### config.mk
export PLATFORM = sky130hd
export DESIGN_NAME = eth_rate_monitor
export DESIGN_NICKNAME = d
export VERILOG_FILES = /design/src/rtl/rate_mon_pkg.sv /design/src/rtl/window_timer.sv /design/src/rtl/lane_counter.sv /design/src/rtl/tagged_result.sv /design/src/rtl/eth_rate_monitor.sv
export SDC_FILE = /design/constraint.sdc
export NUM_CORES = 1
export LEC_CHECK = 0
export BUFFER_PORTS_ARGS = -buffer_cell sky130_fd_sc_hd__buf_2
export CAP_MARGIN = 10
export CORE_ASPECT_RATIO = 1.75
export CORE_MARGIN = 2
export CORE_UTILIZATION = 55
export CTS_BUF_LIST = sky130_fd_sc_hd__clkbuf_16
export DETAILED_ROUTE_END_ITERATION = 8
export PLACE_DENSITY = 0.74
export SYNTH_ARGS = -nofsm -noshare
export SYNTH_HDL_FRONTEND = slang
export SYNTH_SLANG_ARGS = --single-unit
### constraint.sdc
create_clock -name clk -period 8.6 [get_ports clk]
set_input_delay 1.29 -clock clk [delete_from_list [all_inputs] [get_ports clk]]
set_output_delay 1.29 -clock clk [all_outputs]
set_load 0.02 [all_outputs]
### src/rtl/rate_mon_pkg.sv
package rate_mon_pkg;

    localparam int KEEP_W    = 8;
    localparam int SUM_W     = 32;
    localparam int TAG_W     = 2;
    localparam int HDR_BYTES = 14;
    localparam int LANES     = 2;
    localparam int BCNT_W    = $clog2(KEEP_W + 1);

    typedef struct packed {
        logic [KEEP_W-1:0] keep;
        logic              last;
        logic              valid;
        logic              ready;
    } tap_t;

    typedef struct packed {
        logic [SUM_W-1:0] bytes;
        logic [SUM_W-1:0] frames;
    } tally_t;

    function automatic logic [BCNT_W-1:0] keep_popcount(input logic [KEEP_W-1:0] k);
        logic [BCNT_W-1:0] n;
        n = '0;
        for (int i = 0; i < KEEP_W; i++) begin
            n = n + BCNT_W'(k[i]);
        end
        return n;
    endfunction

    function automatic logic keep_legal(input logic [KEEP_W-1:0] k, input logic last);
        logic [KEEP_W-1:0] k_inc;
        k_inc = k + KEEP_W'(1);
        if (last) begin
            return (k != '0) && ((k & k_inc) == '0);
        end
        return k == {KEEP_W{1'b1}};
    endfunction

    function automatic logic [SUM_W-1:0] strip_header(input logic [SUM_W-1:0] total);
        if (total > SUM_W'(HDR_BYTES)) begin
            return total - SUM_W'(HDR_BYTES);
        end
        return '0;
    endfunction

endpackage

### src/rtl/window_timer.sv
module window_timer #(
    parameter int unsigned CYCLES = 32'h9502F90
) (
    input  logic                           clk,
    input  logic                           rst,
    output logic                           expire,
    output logic [rate_mon_pkg::TAG_W-1:0] next_tag
);
    import rate_mon_pkg::*;

    localparam int TW = (CYCLES > 2) ? $clog2(CYCLES) : 1;

    logic [TW-1:0]    cnt_q;
    logic [TAG_W-1:0] tag_q;

    assign expire   = (cnt_q == TW'(CYCLES - 1));
    assign next_tag = tag_q + TAG_W'(1);

    always_ff @(posedge clk) begin
        if (rst) begin
            cnt_q <= '0;
            tag_q <= '0;
        end else begin
            cnt_q <= expire ? '0 : cnt_q + TW'(1);
            if (expire) begin
                tag_q <= next_tag;
            end
        end
    end

    AST_TIMER_RANGE: assert property (@(posedge clk) disable iff (rst)
        32'(cnt_q) < CYCLES);
    AST_TIMER_WRAP: assert property (@(posedge clk) disable iff (rst)
        expire |=> (cnt_q == '0));
    AST_TAG_HOLD: assert property (@(posedge clk) disable iff (rst)
        !expire |=> $stable(tag_q));

endmodule

### src/rtl/lane_counter.sv
module lane_counter (
    input  logic                 clk,
    input  logic                 rst,
    input  logic                 expire,
    input  rate_mon_pkg::tap_t   tap,
    output rate_mon_pkg::tally_t tally,
    output logic                 keep_err
);
    import rate_mon_pkg::*;

    logic             fire;
    logic             eof;
    logic [SUM_W-1:0] frame_q;
    logic [SUM_W-1:0] frame_sum;
    logic [SUM_W-1:0] byte_add;
    logic [SUM_W-1:0] frame_add;
    tally_t           acc_q;
    logic             err_q;

    assign fire      = tap.valid & tap.ready;
    assign eof       = fire & tap.last;
    assign frame_sum = frame_q + SUM_W'(keep_popcount(tap.keep));
    assign byte_add  = eof ? strip_header(frame_sum) : '0;
    assign frame_add = SUM_W'(eof);

    always_ff @(posedge clk) begin
        if (rst) begin
            frame_q <= '0;
            acc_q   <= '0;
            err_q   <= 1'b0;
        end else begin
            if (fire) begin
                frame_q <= tap.last ? '0 : frame_sum;
            end
            if (expire) begin
                acc_q.bytes  <= byte_add;
                acc_q.frames <= frame_add;
            end else begin
                acc_q.bytes  <= acc_q.bytes + byte_add;
                acc_q.frames <= acc_q.frames + frame_add;
            end
            if (fire && !keep_legal(tap.keep, tap.last)) begin
                err_q <= 1'b1;
            end
        end
    end

    assign tally    = acc_q;
    assign keep_err = err_q;

    AST_IDLE_HOLD: assert property (@(posedge clk) disable iff (rst)
        (!(tap.valid && tap.ready) && !expire) |=> ($stable(acc_q) && $stable(frame_q)));
    AST_FRAME_STEP: assert property (@(posedge clk) disable iff (rst)
        (tap.valid && tap.ready && tap.last && !expire) |=> (acc_q.frames == $past(acc_q.frames) + 32'd1));
    AST_FRAME_RESTART: assert property (@(posedge clk) disable iff (rst)
        (tap.valid && tap.ready && tap.last) |=> (frame_q == '0));
    AST_WINDOW_CLEAR: assert property (@(posedge clk) disable iff (rst)
        (expire && !(tap.valid && tap.ready)) |=> (acc_q.bytes == '0 && acc_q.frames == '0));
    AST_ERR_STICKY: assert property (@(posedge clk) disable iff (rst)
        err_q |=> err_q);

endmodule

### src/rtl/tagged_result.sv
module tagged_result (
    input  logic                           clk,
    input  logic                           rst,
    input  logic                           expire,
    input  logic [rate_mon_pkg::TAG_W-1:0] next_tag,
    input  rate_mon_pkg::tally_t           tally,
    output logic [rate_mon_pkg::SUM_W-1:0] byte_reg,
    output logic [rate_mon_pkg::SUM_W-1:0] frame_reg
);
    import rate_mon_pkg::*;

    always_ff @(posedge clk) begin
        if (rst) begin
            byte_reg  <= '0;
            frame_reg <= '0;
        end else if (expire) begin
            byte_reg  <= {tally.bytes[SUM_W-1:TAG_W], next_tag};
            frame_reg <= {tally.frames[SUM_W-1:TAG_W], next_tag};
        end
    end

    AST_REG_HOLD: assert property (@(posedge clk) disable iff (rst)
        !expire |=> ($stable(byte_reg) && $stable(frame_reg)));
    AST_TAG_STEP: assert property (@(posedge clk) disable iff (rst)
        expire |=> (byte_reg[TAG_W-1:0] == $past(byte_reg[TAG_W-1:0]) + TAG_W'(1)));
    AST_TAG_MATCH: assert property (@(posedge clk) disable iff (rst)
        byte_reg[TAG_W-1:0] == frame_reg[TAG_W-1:0]);

endmodule

### src/rtl/eth_rate_monitor.sv
module eth_rate_monitor #(
    parameter int unsigned WINDOW_CYCLES = 32'h9502F90
) (
    input  logic        clk,
    input  logic        rst,
    input  logic [7:0]  tx_keep,
    input  logic        tx_last,
    input  logic        tx_valid,
    input  logic        tx_ready,
    input  logic [7:0]  rx_keep,
    input  logic        rx_last,
    input  logic        rx_valid,
    input  logic        rx_ready,
    output logic [31:0] tx_byte_rate,
    output logic [31:0] tx_frame_rate,
    output logic [31:0] rx_byte_rate,
    output logic [31:0] rx_frame_rate,
    output logic        tx_keep_err,
    output logic        rx_keep_err
);
    import rate_mon_pkg::*;

    logic             expire;
    logic [TAG_W-1:0] next_tag;
    tap_t             taps     [LANES];
    tally_t           tallies  [LANES];
    logic [SUM_W-1:0] byte_regs[LANES];
    logic [SUM_W-1:0] frm_regs [LANES];
    logic             errs     [LANES];

    assign taps[0] = '{keep: tx_keep, last: tx_last, valid: tx_valid, ready: tx_ready};
    assign taps[1] = '{keep: rx_keep, last: rx_last, valid: rx_valid, ready: rx_ready};

    window_timer #(.CYCLES(WINDOW_CYCLES)) u_timer (
        .clk      (clk),
        .rst      (rst),
        .expire   (expire),
        .next_tag (next_tag)
    );

    for (genvar g = 0; g < LANES; g++) begin : g_lane
        lane_counter u_count (
            .clk      (clk),
            .rst      (rst),
            .expire   (expire),
            .tap      (taps[g]),
            .tally    (tallies[g]),
            .keep_err (errs[g])
        );
        tagged_result u_result (
            .clk       (clk),
            .rst       (rst),
            .expire    (expire),
            .next_tag  (next_tag),
            .tally     (tallies[g]),
            .byte_reg  (byte_regs[g]),
            .frame_reg (frm_regs[g])
        );
    end

    assign tx_byte_rate  = byte_regs[0];
    assign tx_frame_rate = frm_regs[0];
    assign rx_byte_rate  = byte_regs[1];
    assign rx_frame_rate = frm_regs[1];
    assign tx_keep_err   = errs[0];
    assign rx_keep_err   = errs[1];

endmodule

==> flow_summary.json <==
{
  "status": "complete, no violations",
  "syn_inst": 2608,
  "final_common_cell": "nand2_1",
  "syn_to_final_growth_pct": 18.1,
  "hold_start": "g_lane[1].u_result.frame_reg[30]$_SDFFE_PP0P_",
  "worstSetupStartpointType": "input pin",
  "grt_pass1_wl_mm": 90.3,
  "startpoint": "tx_keep[0]",
  "final_cell_mix": "nand2_1 (376), nor2_1 (346), dfxtp_1 (344), a21oi_1 (280), buf_4 (210)",
  "clock_sinks": 344,
  "required_ns": 9.05,
  "synth_cell_type_count": 79,
  "cp_slowest_cell": "fa_1",
  "synth_edf_count": 0,
  "nets": 2986,
  "io_buffers": 153,
  "cp.arrival_ns": 8.68,
  "p_leak_nw": 10.1,
  "multi_input_area_mm2": 0.0122,
  "numCtsBuffers": 34,
  "synthFlopType": "dfxtp_1",
  "drtPass1Iterations": 5,
  "cpPeakStageDelay_ns": 0.50,
  "drtIter0Drc": 1126,
  "critPathKind": "in2reg",
  "r2r_start": "g_lane[0].u_count.frame_q[11]$_SDFFE_PP0P_",
  "post-place-cells": 3297,
  "syn_avg_cell_area_um2": 7.64,
  "slew_violations": 0,
  "start_util": 0.555,
  "ioPinCount": 154,
  "fin_setup_tns_ns": 0,
  "synthArstFlopShare": 0,
  "synthDominantCellAreaShare": 0.346,
  "clkLatencyLatePin_ns": 0.54,
  "crit_path_end_kind": "flop",
  "core_mm2": 0.0359,
  "dp_hpwl_mm": 40.7,
  "placed_area_mm2": 0.0223,
  "ys_ff_latch": 344,
  "syn_area_mm2": 0.0199,
  "crit_fanout": 5,
  "setup_ws_ns": 0.377,
  "total_power_mw": 3.54,
  "drive_gt1_frac": 0.158,
  "cts.clk_slew.worst_paths_ns": 0.06,
  "final_util": 0.656,
  "grt_usage": 0.285,
  "vias_per_cell": 5.79,
  "fin_hold_ws_ns": 0.444,
  "skew_ns": 0.0141,
  "crit_family": "adder cells",
  "rows": 92,
  "cts_tree": "built",
  "wl_mm": 55.5,
  "diodes": 0,
  "root_buffer": "clkbuf_16",
  "cp_num_buf_inv": 6,
  "yosys_warnings": 0,
  "grt.overflow.total": 0,
  "hold_viol": 0,
  "die_x_um": 148,
  "fmax_mhz": 122,
  "finalSetupViolations": 0,
  "antenna_left": 0,
  "wire_per_inst_um": 16.5,
  "worst_pin_slew_ns": 1.11,
  "antenna_found_initial": 0,
  "clock_path_buffers": 3,
  "largest_reg_flops": 128,
  "ff_latch_area_mm2": 0.00689,
  "grt_max_degree": 90,
  "irDropWorstVdd_v": 0.000137,
  "cellPowerDensity_mw_per_mm2": 150,
  "drc": 0,
  "synth_nets": 2731,
  "seq_area_frac_synth": 0.346,
  "synth.area.top_cells": "dfxtp_1 (35%), nand2_1 (7.1%), a21oi_1 (7.0%)",
  "stdcell_area_mm2": 0.0235,
  "grt_pass1_vias": 19100,
  "hold_buffers": 0,
  "max-cap-violations": 0,
  "hold_path_class": "reg2reg",
  "instances_no_fill": 3358,
  "post-place-ws_ns": -0.234,
  "crit_top_cell": "fa_1",
  "gp_congestion": 0.921,
  "max_slew_margin": 0.255,
  "yosysTopAreaCell": "dfxtp_1",
  "num-fill-cells": 3183,
  "fp.dieH_um": 256,
  "fin_crit_sh": 0.956,
  "route.vias.total": 19400,
  "h-tree-depth": 2,
  "period_needed_ns": 8.22,
  "die_area_mm2": 0.0378,
  "rsz0062_at_grt": "false"
}
## layout make-up
| class | count | area share |
|---|---|---|
| clock buffers | 35 | 0.0372 |
| clock inverters | 26 | 0.0125 |
| inverters | 76 | 0.0121 |
| well taps | 470 | 0.0250 |
| flip-flops and latches | 344 | 0.293 |
| repair buffers | 364 | 0.101 |
| multi-input cells | 2043 | 0.520 |
## where the power goes
| group | switching (mW) | internal (mW) | total (mW) | leakage (nW) |
|---|---|---|---|---|
| Combinational | 0.216 | 0.137 | 0.353 | 6.77 |
| Sequential | 0.00682 | 1.60 | 1.61 | 2.77 |
| Clock | 0.653 | 0.926 | 1.58 | 0.592 |
## synthesized netlist by cell type, types with 32 or more instances
master	instances
xor2_1	100
dfxtp_1	344
nor2_1	346
o21ai_0	98
nand3_1	88
clkbuf_1	120
nand2_1	377
xnor2_1	127
nor3_1	45
and3_1	43
or3_1	36
ha_1	87
a21o_1	32
nand4_1	44
inv_1	75
a21oi_1	280
## worst register-to-register path, cell delays in order (launching register included)
cell       delay [ns]
dfxtp_1          0.57
nand4_2          0.22
or4_1            0.76
nor4b_4          0.48
buf_4            0.20
xor2_1           0.06
o31ai_1          0.32
and3_1           0.24
nand2_1          0.07
o21ai_2          0.18
buf_12           0.16
o21ba_2          0.18
ha_1             0.30
or4_1            0.43
o21a_1           0.15
a31oi_1          0.19
nand2_1          0.12
o2111ai_2        0.23
a21boi_0         0.14
or2_4            0.27
a221oi_2         0.24
xor2_1           0.18
o22ai_1          0.09
## per-layer routing
layer,wire [um],up-vias,GRT usage
met3,2480,152,0.0292
met5,0,-,0
li1,-,9570,-
met2,28700,532,0.533
met4,2480,0,0.136
met1,21800,9174,0.318
## logic make-up (layout without fill, tap and decap cells)
kind of cell / Yosys count / count (layout) / share of synthesized area
compound gates: 614 / 614 / 0.185
xor+xnor: 227 / 227 / 0.0998
fa+ha+maj: 99 / 99 / 0.0667
buf+inv: 221 / 501 / 0.0447
flops: 344 / 344 / 0.346
mux: 15 / 15 / 0.00760
simple gates: 1088 / 1088 / 0.250
## worst paths after layout
path                            slack (ns)  cells after the start                                       endpoint
worst max-delay path                  0.38                     33         g_lane[0].u_count.tally[63]$_SDFF_PP0_
worst min-delay path                  0.44                      2  g_lane[1].u_result.frame_reg[30]$_SDFFE_PP0P_
worst max register to register        2.67                     22         g_lane[0].u_count.tally[62]$_SDFF_PP0_
worst min register to register        0.44                      2  g_lane[1].u_result.frame_reg[30]$_SDFFE_PP0P_
## repair_timing
item                                    in CTS  in global routing
endpoints found under the setup margin       0                 11
endpoints found under the hold margin        0                  0
gates resized for setup                      0                  7
buffers inserted                             0                  0
(Power assumes the default switching activity.)
